### src/rtl/shl_pkg.sv
package shl_pkg;
  localparam int DATA_W      = 24;
  localparam int OP_W        = 16;
  localparam int NREG        = 8;
  localparam int IMM_W       = 7;
  localparam int EXT_HI_W    = 17;
  localparam int EXT_SHORT_W = 13;
  localparam int MID_AMT     = 4;
  localparam int MAX_AMT     = 8;
  localparam int SEL_W       = $clog2(NREG);
  localparam int EFF_W       = IMM_W + EXT_HI_W;
  localparam int AMT_W       = $clog2(MAX_AMT + 1);

  typedef enum logic [1:0] {
    EXT_NONE  = 2'd0,
    EXT_SHORT = 2'd1,
    EXT_LONG  = 2'd2,
    EXT_RSVD  = 2'd3
  } ext_mode_e;

  typedef struct packed {
    logic c;
    logic v;
    logic z;
    logic n;
  } flags_t;
endpackage

### src/rtl/shl_decode.sv
module shl_decode
  import shl_pkg::*;
#(
  parameter int P_IMM_W       = IMM_W,
  parameter int P_EXT_HI_W    = EXT_HI_W,
  parameter int P_EXT_SHORT_W = EXT_SHORT_W,
  parameter int P_MID_AMT     = MID_AMT,
  parameter int P_MAX_AMT     = MAX_AMT,
  localparam int L_EFF_W      = P_IMM_W + P_EXT_HI_W,
  localparam int L_AMT_W      = $clog2(P_MAX_AMT + 1)
) (
  input  logic [P_IMM_W-1:0]    imm,
  input  logic                  in_delay,
  input  logic [1:0]            ext_mode,
  input  logic [P_EXT_HI_W-1:0] ext_hi,
  output logic [L_EFF_W-1:0]    eff_imm,
  output logic [L_AMT_W-1:0]    amt
);
  ext_mode_e mode_q;
  logic      use_ext;

  assign mode_q  = ext_mode_e'(ext_mode);
  // a delayed-slot instruction cannot carry a prefix
  assign use_ext = !in_delay;

  always_comb begin
    eff_imm = '0;
    eff_imm[P_IMM_W-1:0] = imm;
    if (use_ext) begin
      unique case (mode_q)
        EXT_SHORT: eff_imm[P_IMM_W +: P_EXT_SHORT_W] = ext_hi[P_EXT_SHORT_W-1:0];
        EXT_LONG:  eff_imm[P_IMM_W +: P_EXT_HI_W]    = ext_hi;
        default:   eff_imm[P_IMM_W-1:0]              = imm;
      endcase
    end
  end

  // quantise the distance: small values exact, middle band and above clamp
  always_comb begin
    if (eff_imm >= L_EFF_W'(P_MAX_AMT))
      amt = L_AMT_W'(P_MAX_AMT);
    else if (eff_imm >= L_EFF_W'(P_MID_AMT))
      amt = L_AMT_W'(P_MID_AMT);
    else
      amt = eff_imm[L_AMT_W-1:0];
  end
endmodule

### src/rtl/shl_datapath.sv
module shl_datapath
  import shl_pkg::*;
#(
  parameter int P_DATA_W  = DATA_W,
  parameter int P_OP_W    = OP_W,
  parameter int P_MAX_AMT = MAX_AMT,
  localparam int L_AMT_W  = $clog2(P_MAX_AMT + 1),
  localparam int L_TOP_W  = P_DATA_W - P_OP_W
) (
  input  logic [P_DATA_W-1:0] src,
  input  logic [L_AMT_W-1:0]  amt,
  input  logic                c_in,
  output logic [P_DATA_W-1:0] res,
  output logic                c_out,
  output logic                z_out,
  output logic                n_out
);
  logic [P_OP_W-1:0] low;
  logic [P_OP_W-1:0] shifted;
  logic [P_MAX_AMT:0] carry_pick;

  assign low     = src[P_OP_W-1:0];
  assign shifted = low << amt;

  // carry candidate per distance; index 0 keeps the old carry
  assign carry_pick[0] = c_in;
  for (genvar k = 1; k <= P_MAX_AMT; k++) begin : g_carry
    assign carry_pick[k] = low[P_OP_W-k];
  end

  always_comb begin
    c_out = c_in;
    for (int k = 0; k <= P_MAX_AMT; k++) begin
      if (amt == L_AMT_W'(k)) c_out = carry_pick[k];
    end
  end

  assign res   = {{L_TOP_W{1'b0}}, shifted};
  assign z_out = (shifted == '0);
  assign n_out = shifted[P_OP_W-1];
endmodule

### src/rtl/shl_regfile.sv
module shl_regfile
  import shl_pkg::*;
#(
  parameter int P_DATA_W = DATA_W,
  parameter int P_NREG   = NREG,
  localparam int L_SEL_W = $clog2(P_NREG)
) (
  input  logic                clk,
  input  logic                rst,
  input  logic                sh_we,
  input  logic [L_SEL_W-1:0]  sh_sel,
  input  logic [P_DATA_W-1:0] sh_data,
  input  logic                ld_we,
  input  logic [L_SEL_W-1:0]  ld_sel,
  input  logic [P_DATA_W-1:0] ld_data,
  input  logic [L_SEL_W-1:0]  src_sel,
  output logic [P_DATA_W-1:0] src_data,
  input  logic [L_SEL_W-1:0]  rd_sel,
  output logic [P_DATA_W-1:0] rd_data
);
  logic [P_DATA_W-1:0] regs [P_NREG];

  for (genvar i = 0; i < P_NREG; i++) begin : g_entry
    logic hit_sh;
    logic hit_ld;
    assign hit_sh = sh_we && (sh_sel == L_SEL_W'(i));
    assign hit_ld = ld_we && (ld_sel == L_SEL_W'(i));
    always_ff @(posedge clk) begin
      if (rst)         regs[i] <= '0;
      else if (hit_sh) regs[i] <= sh_data;   // shift has priority
      else if (hit_ld) regs[i] <= ld_data;
    end
  end

  assign src_data = regs[src_sel];
  assign rd_data  = regs[rd_sel];
endmodule

### src/rtl/shl_exec_unit.sv
module shl_exec_unit
  import shl_pkg::*;
#(
  parameter int P_DATA_W = DATA_W,
  parameter int P_OP_W   = OP_W,
  parameter int P_NREG   = NREG,
  parameter int P_IMM_W  = IMM_W,
  parameter int P_EXT_W  = EXT_HI_W,
  localparam int L_SEL_W = $clog2(P_NREG)
) (
  input  logic                clk,
  input  logic                rst,
  input  logic                ins_valid,
  output logic                ins_ready,
  input  logic [L_SEL_W-1:0]  ins_rd,
  input  logic [P_IMM_W-1:0]  ins_imm7,
  input  logic                ins_delay,
  input  logic [1:0]          ins_ext_mode,
  input  logic [P_EXT_W-1:0]  ins_ext_hi,
  input  logic                ld_valid,
  input  logic [L_SEL_W-1:0]  ld_sel,
  input  logic [P_DATA_W-1:0] ld_data,
  input  logic                flg_ld_valid,
  input  logic [3:0]          flg_ld_data,
  input  logic [L_SEL_W-1:0]  rd_sel,
  output logic [P_DATA_W-1:0] rd_data,
  output logic                flag_c,
  output logic                flag_v,
  output logic                flag_z,
  output logic                flag_n
);
  localparam int L_EFF_W = P_IMM_W + P_EXT_W;
  localparam int L_AMT_W = AMT_W;

  logic                fire;
  logic [L_EFF_W-1:0]  dec_eff;
  logic [L_AMT_W-1:0]  dec_amt;
  logic [P_DATA_W-1:0] src_data;
  logic [P_DATA_W-1:0] wb_data;
  logic                nxt_c;
  logic                nxt_z;
  logic                nxt_n;
  flags_t              flags_q;

  assign ins_ready = !rst;
  assign fire      = ins_valid && ins_ready;

  shl_decode #(
    .P_IMM_W    (P_IMM_W),
    .P_EXT_HI_W (P_EXT_W)
  ) u_decode (
    .imm      (ins_imm7),
    .in_delay (ins_delay),
    .ext_mode (ins_ext_mode),
    .ext_hi   (ins_ext_hi),
    .eff_imm  (dec_eff),
    .amt      (dec_amt)
  );

  shl_regfile #(
    .P_DATA_W (P_DATA_W),
    .P_NREG   (P_NREG)
  ) u_regs (
    .clk      (clk),
    .rst      (rst),
    .sh_we    (fire),
    .sh_sel   (ins_rd),
    .sh_data  (wb_data),
    .ld_we    (ld_valid),
    .ld_sel   (ld_sel),
    .ld_data  (ld_data),
    .src_sel  (ins_rd),
    .src_data (src_data),
    .rd_sel   (rd_sel),
    .rd_data  (rd_data)
  );

  shl_datapath #(
    .P_DATA_W (P_DATA_W),
    .P_OP_W   (P_OP_W)
  ) u_dp (
    .src   (src_data),
    .amt   (dec_amt),
    .c_in  (flags_q.c),
    .res   (wb_data),
    .c_out (nxt_c),
    .z_out (nxt_z),
    .n_out (nxt_n)
  );

  always_ff @(posedge clk) begin
    if (rst) begin
      flags_q <= '0;
    end else if (fire) begin
      flags_q.c <= nxt_c;
      flags_q.z <= nxt_z;
      flags_q.n <= nxt_n;
    end else if (flg_ld_valid) begin
      flags_q <= flags_t'(flg_ld_data);
    end
  end

  assign flag_c = flags_q.c;
  assign flag_v = flags_q.v;
  assign flag_z = flags_q.z;
  assign flag_n = flags_q.n;
endmodule

### config.mk
export PLATFORM = sky130hd
export DESIGN_NAME = shl_exec_unit
export DESIGN_NICKNAME = d
export VERILOG_FILES = /design/src/rtl/shl_pkg.sv /design/src/rtl/shl_decode.sv /design/src/rtl/shl_datapath.sv /design/src/rtl/shl_regfile.sv /design/src/rtl/shl_exec_unit.sv
export SDC_FILE = /design/constraint.sdc
export NUM_CORES = 1
export LEC_CHECK = 0
export CORE_MARGIN = 2
export CORE_UTILIZATION = 40
export CTS_CLUSTER_SIZE = 10
export DETAILED_ROUTE_END_ITERATION = 6
export PLACE_DENSITY = 0.67
export REMOVE_ABC_BUFFERS = 1
export SLEW_MARGIN = 0
export SYNTH_ARGS = -nofsm -noshare
export SYNTH_HDL_FRONTEND = slang
export SYNTH_SLANG_ARGS = --single-unit
### constraint.sdc
create_clock -name clk -period 9.4 [get_ports clk]
set_input_delay 2.35 -clock clk [delete_from_list [all_inputs] [get_ports clk]]
set_output_delay 2.35 -clock clk [all_outputs]
set_load 0.02 [all_outputs]
==> impl_metrics.ini <==
[status]
outcome = completed

[grt]
globalRouteTotalUtil_pct = 24.0
grt_pass1_wl_microns = 50300
grt_pass1_vias = 8056
grt_max_degree = 49
overflow = 0
antenna_found_initial = 0

[logic_synthesis]
synth-xor-area-share_pct = 0
ys_types = 53
synth_fa_ha_area_share_pct = 0.112
synth_compound_area_share_pct = 13.9
syn-instance-count = 805
ys_warn_count = 0
synth_area_sq_um = 11100
synth_simple_gate_area_share_pct = 8.92
synth_seq_area_share_pct = 52.5
synthMuxAreaShare_pct = 21.5
ys_top_cells_by_area = edfxtp_1, mux4_2, a22o_1
synth_edf_count = 192
async_flop_share_pct = 0
ys_seq_elements = 196
avgSynthCellArea_sq_um = 13.8
synth_top_area_cell = edfxtp_1
ys.flop_type = edfxtp_1
synth_top_area_share_pct = 51.8
synth_top_family_by_area = multiplexers

[clock_network]
cts_max_level = 4
cts_tree = done
clockBufferDepth = 2
cts_hold_buf = 0
cts_setup_buffers = 0
cts_sinks = 196
cts_resized = 0
root_buffer = clkbuf_16
insertion_delay_ns = 0.44
cts_inserted_buffers = 17
clk_pin_slew_worst_paths_ns = 0.08

[routing]
routed_wl_microns = 34700
drtIter0Drc = 835
antenna_left = 0
vias_per_cell = 6.31
drc = 0
wire_per_inst_microns = 27.2
firstDrtPassIters = 6
num_vias = 8062

[die]
die_w_microns = 171
die_area_sq_um = 29200
initial_core_util_pct = 40.4
rows = 61
io_pins = 98
core_area_sq_um = 27600
die_y_microns = 171

[critical_path]
critPathCaptureType = output pin
critPathArrivalTime_ns = 4.59
cp_max_fo = 48
cp.required_ns = 7.05
cp_slowest_cell = buf_4
cp-startpoint = rd_sel[0]
worstSetupPathType = in -> out
r2r-start = u_regs.regs[7][8]$_DFFE_PP_
cp_top_family = buffers and inverters
cp_num_buf_inv = 2
cpPeakStageDelay_ns = 0.74
worstPathCellList = buf_4, mux4_2, mux2_2, clkdlybuf4s50_1
worstSetupStartpointType = primary input

[timing]
tns_ns = 0
setup_viol = 0
fin_skew_ns = 0.00800
max_slew_margin_pct = 15.7
hold_viol = 0
rsz0062_at_grt = false
whs_ns = 0.505
fmax_mhz = 144
drv_slew = 0
tightest_slew_ns = 1.26
fin_crit_ns = 6.94
finalCritPeriodShare_pct = 73.8

[final_layout]
antenna_cells = 0
fillerInstances = 2426
drive_above_1_share_pct = 21.1
nets = 957
fin_util_pct = 47.9
design_area_sq_um = 13200
syn_to_final_growth_pct = 18.5
fin_cells = 1277

[power]
powerDensity_nw_per_um2 = 160
internal_power_mw = 1.54
combPwrFrac_pct = 16.4
ir_drop_v = 0.000122
sw_frac_of_total_pct = 26.9
sequentialPowerShare_pct = 49.0
pwr-share-clk_pct = 34.6
p_sw_uw = 568
p_leak_nw = 4.62

[placement]
dpl.hpwl_microns = 21600
gp_congestion = 0.928
portBuffers = 97
dpl_cell_area_sq_um = 12600
dp_cells = 1246

[flow_run]
cap_violations = 0

[hold_path]
hold_start = flag_v$_SDFFE_PP0P_
hp-class = reg -> reg
[per-stage QoR]
stage          setup slack (ns)  power (mW)
3_5_place_dp               2.41        1.40
5_1_grt                    2.28        2.16
3_3_place_gp               2.44        1.39
6_report                   2.46        2.11
2_1_floorplan              3.92        1.22
4_1_cts                    2.41        2.11
[power groups by stage]
stage / clock network (mW) / registers, mW / logic [mW]
after floorplan: 0 / 1.05 / 0.178
after global placement: 0 / 1.05 / 0.340
after detailed placement: 0 / 1.05 / 0.343
after CTS: 0.731 / 1.03 / 0.344
after global routing: 0.760 / 1.04 / 0.365
final: 0.731 / 1.03 / 0.345
[layer usage]
metal / vias to the layer above / wire, microns / global-route usage [%]
li1: 3420 / - / -
met1: 4073 / 13500 / 30.9
met2: 483 / 16800 / 40.2
met3: 86 / 3260 / 4.65
met4: 0 / 1210 / 9.18
met5: - / 0 / 0
[synth_stat cells (all sizes together), types with 6 or more instances]
library cell / n
a211oi: 8
mux4: 70
nor4: 12
o21ai: 32
a22o: 104
edfxtp: 192
a21oi: 9
mux2i: 46
inv: 7
o211ai: 7
mux2: 32
o22ai: 6
nand2: 48
a22oi: 11
clkbuf: 40
and2: 68
nor2: 24
buf: 34
[cell families (layout without fill, tap and decap cells)]
group,after synthesis,count (layout)
AOI/OAI and AO/OA,197,197
adders and majority gates,1,1
buffers and inverters,81,175
DFF,196,196
muxes,148,148
and+or+nand+nor,182,182
[path summary, 6_finish.rpt]
kind,cells after the start,endpoint,slack (ns)
worst max-delay path,4,rd_data[11],2.46
worst min-delay path,2,flag_v$_SDFFE_PP0P_,0.51
worst max register to register,8,flag_z$_SDFFE_PP0P_,5.79
worst min register to register,2,flag_v$_SDFFE_PP0P_,0.51
[registers in the layout (all words and copies together) (netlist names)]
register,flops
flag_v,1
u_regs.regs,192
flag_z,1
flag_c,1
flag_n,1
[worst reg2reg max path, stage by stage, from the launching register on]
cell and delay, ns:
edfxtp_1 0.38, mux4_2 0.50, mux2i_1 0.53, or2_1 0.18
mux2i_1 0.07, a211oi_1 0.88, or4b_1 0.52, nor4b_2 0.25
a31o_1 0.23
[layout by cell type, fill, tap and decap left out, types with 3 or more instances in the layout]
cell type / n
a21oi_1: 9
and2_1: 68
clkdlybuf4s50_1: 94
inv_8: 5
a21o_1: 3
mux2i_1: 46
inv_1: 5
o21ai_1: 18
nand3_1: 3
a22o_1: 104
o211ai_1: 7
a211oi_1: 8
nor4_1: 4
mux4_2: 70
dfxtp_1: 4
nor4_2: 7
o21ai_0: 14
mux2_1: 4
buf_4: 41
nor2_1: 24
nor2b_1: 5
nand2_1: 48
nand2b_1: 5
a221oi_1: 3
a2111oi_0: 3
a22oi_1: 11
edfxtp_1: 192
mux2_2: 28
clkbuf_16: 17
and3_1: 3
o22ai_1: 6
[layout make-up]
cell class	instances	area, sq um	area share [%]
sequential	196	5850	44.3
multi-input combinational	528	5020	38.0
timing repair buffer	137	1260	9.54
tap	378	473	3.59
clock buffer	18	429	3.25
clock inverter	13	141	1.07
inverter	7	26.3	0.199
Power figures use the tool's default switching activity.
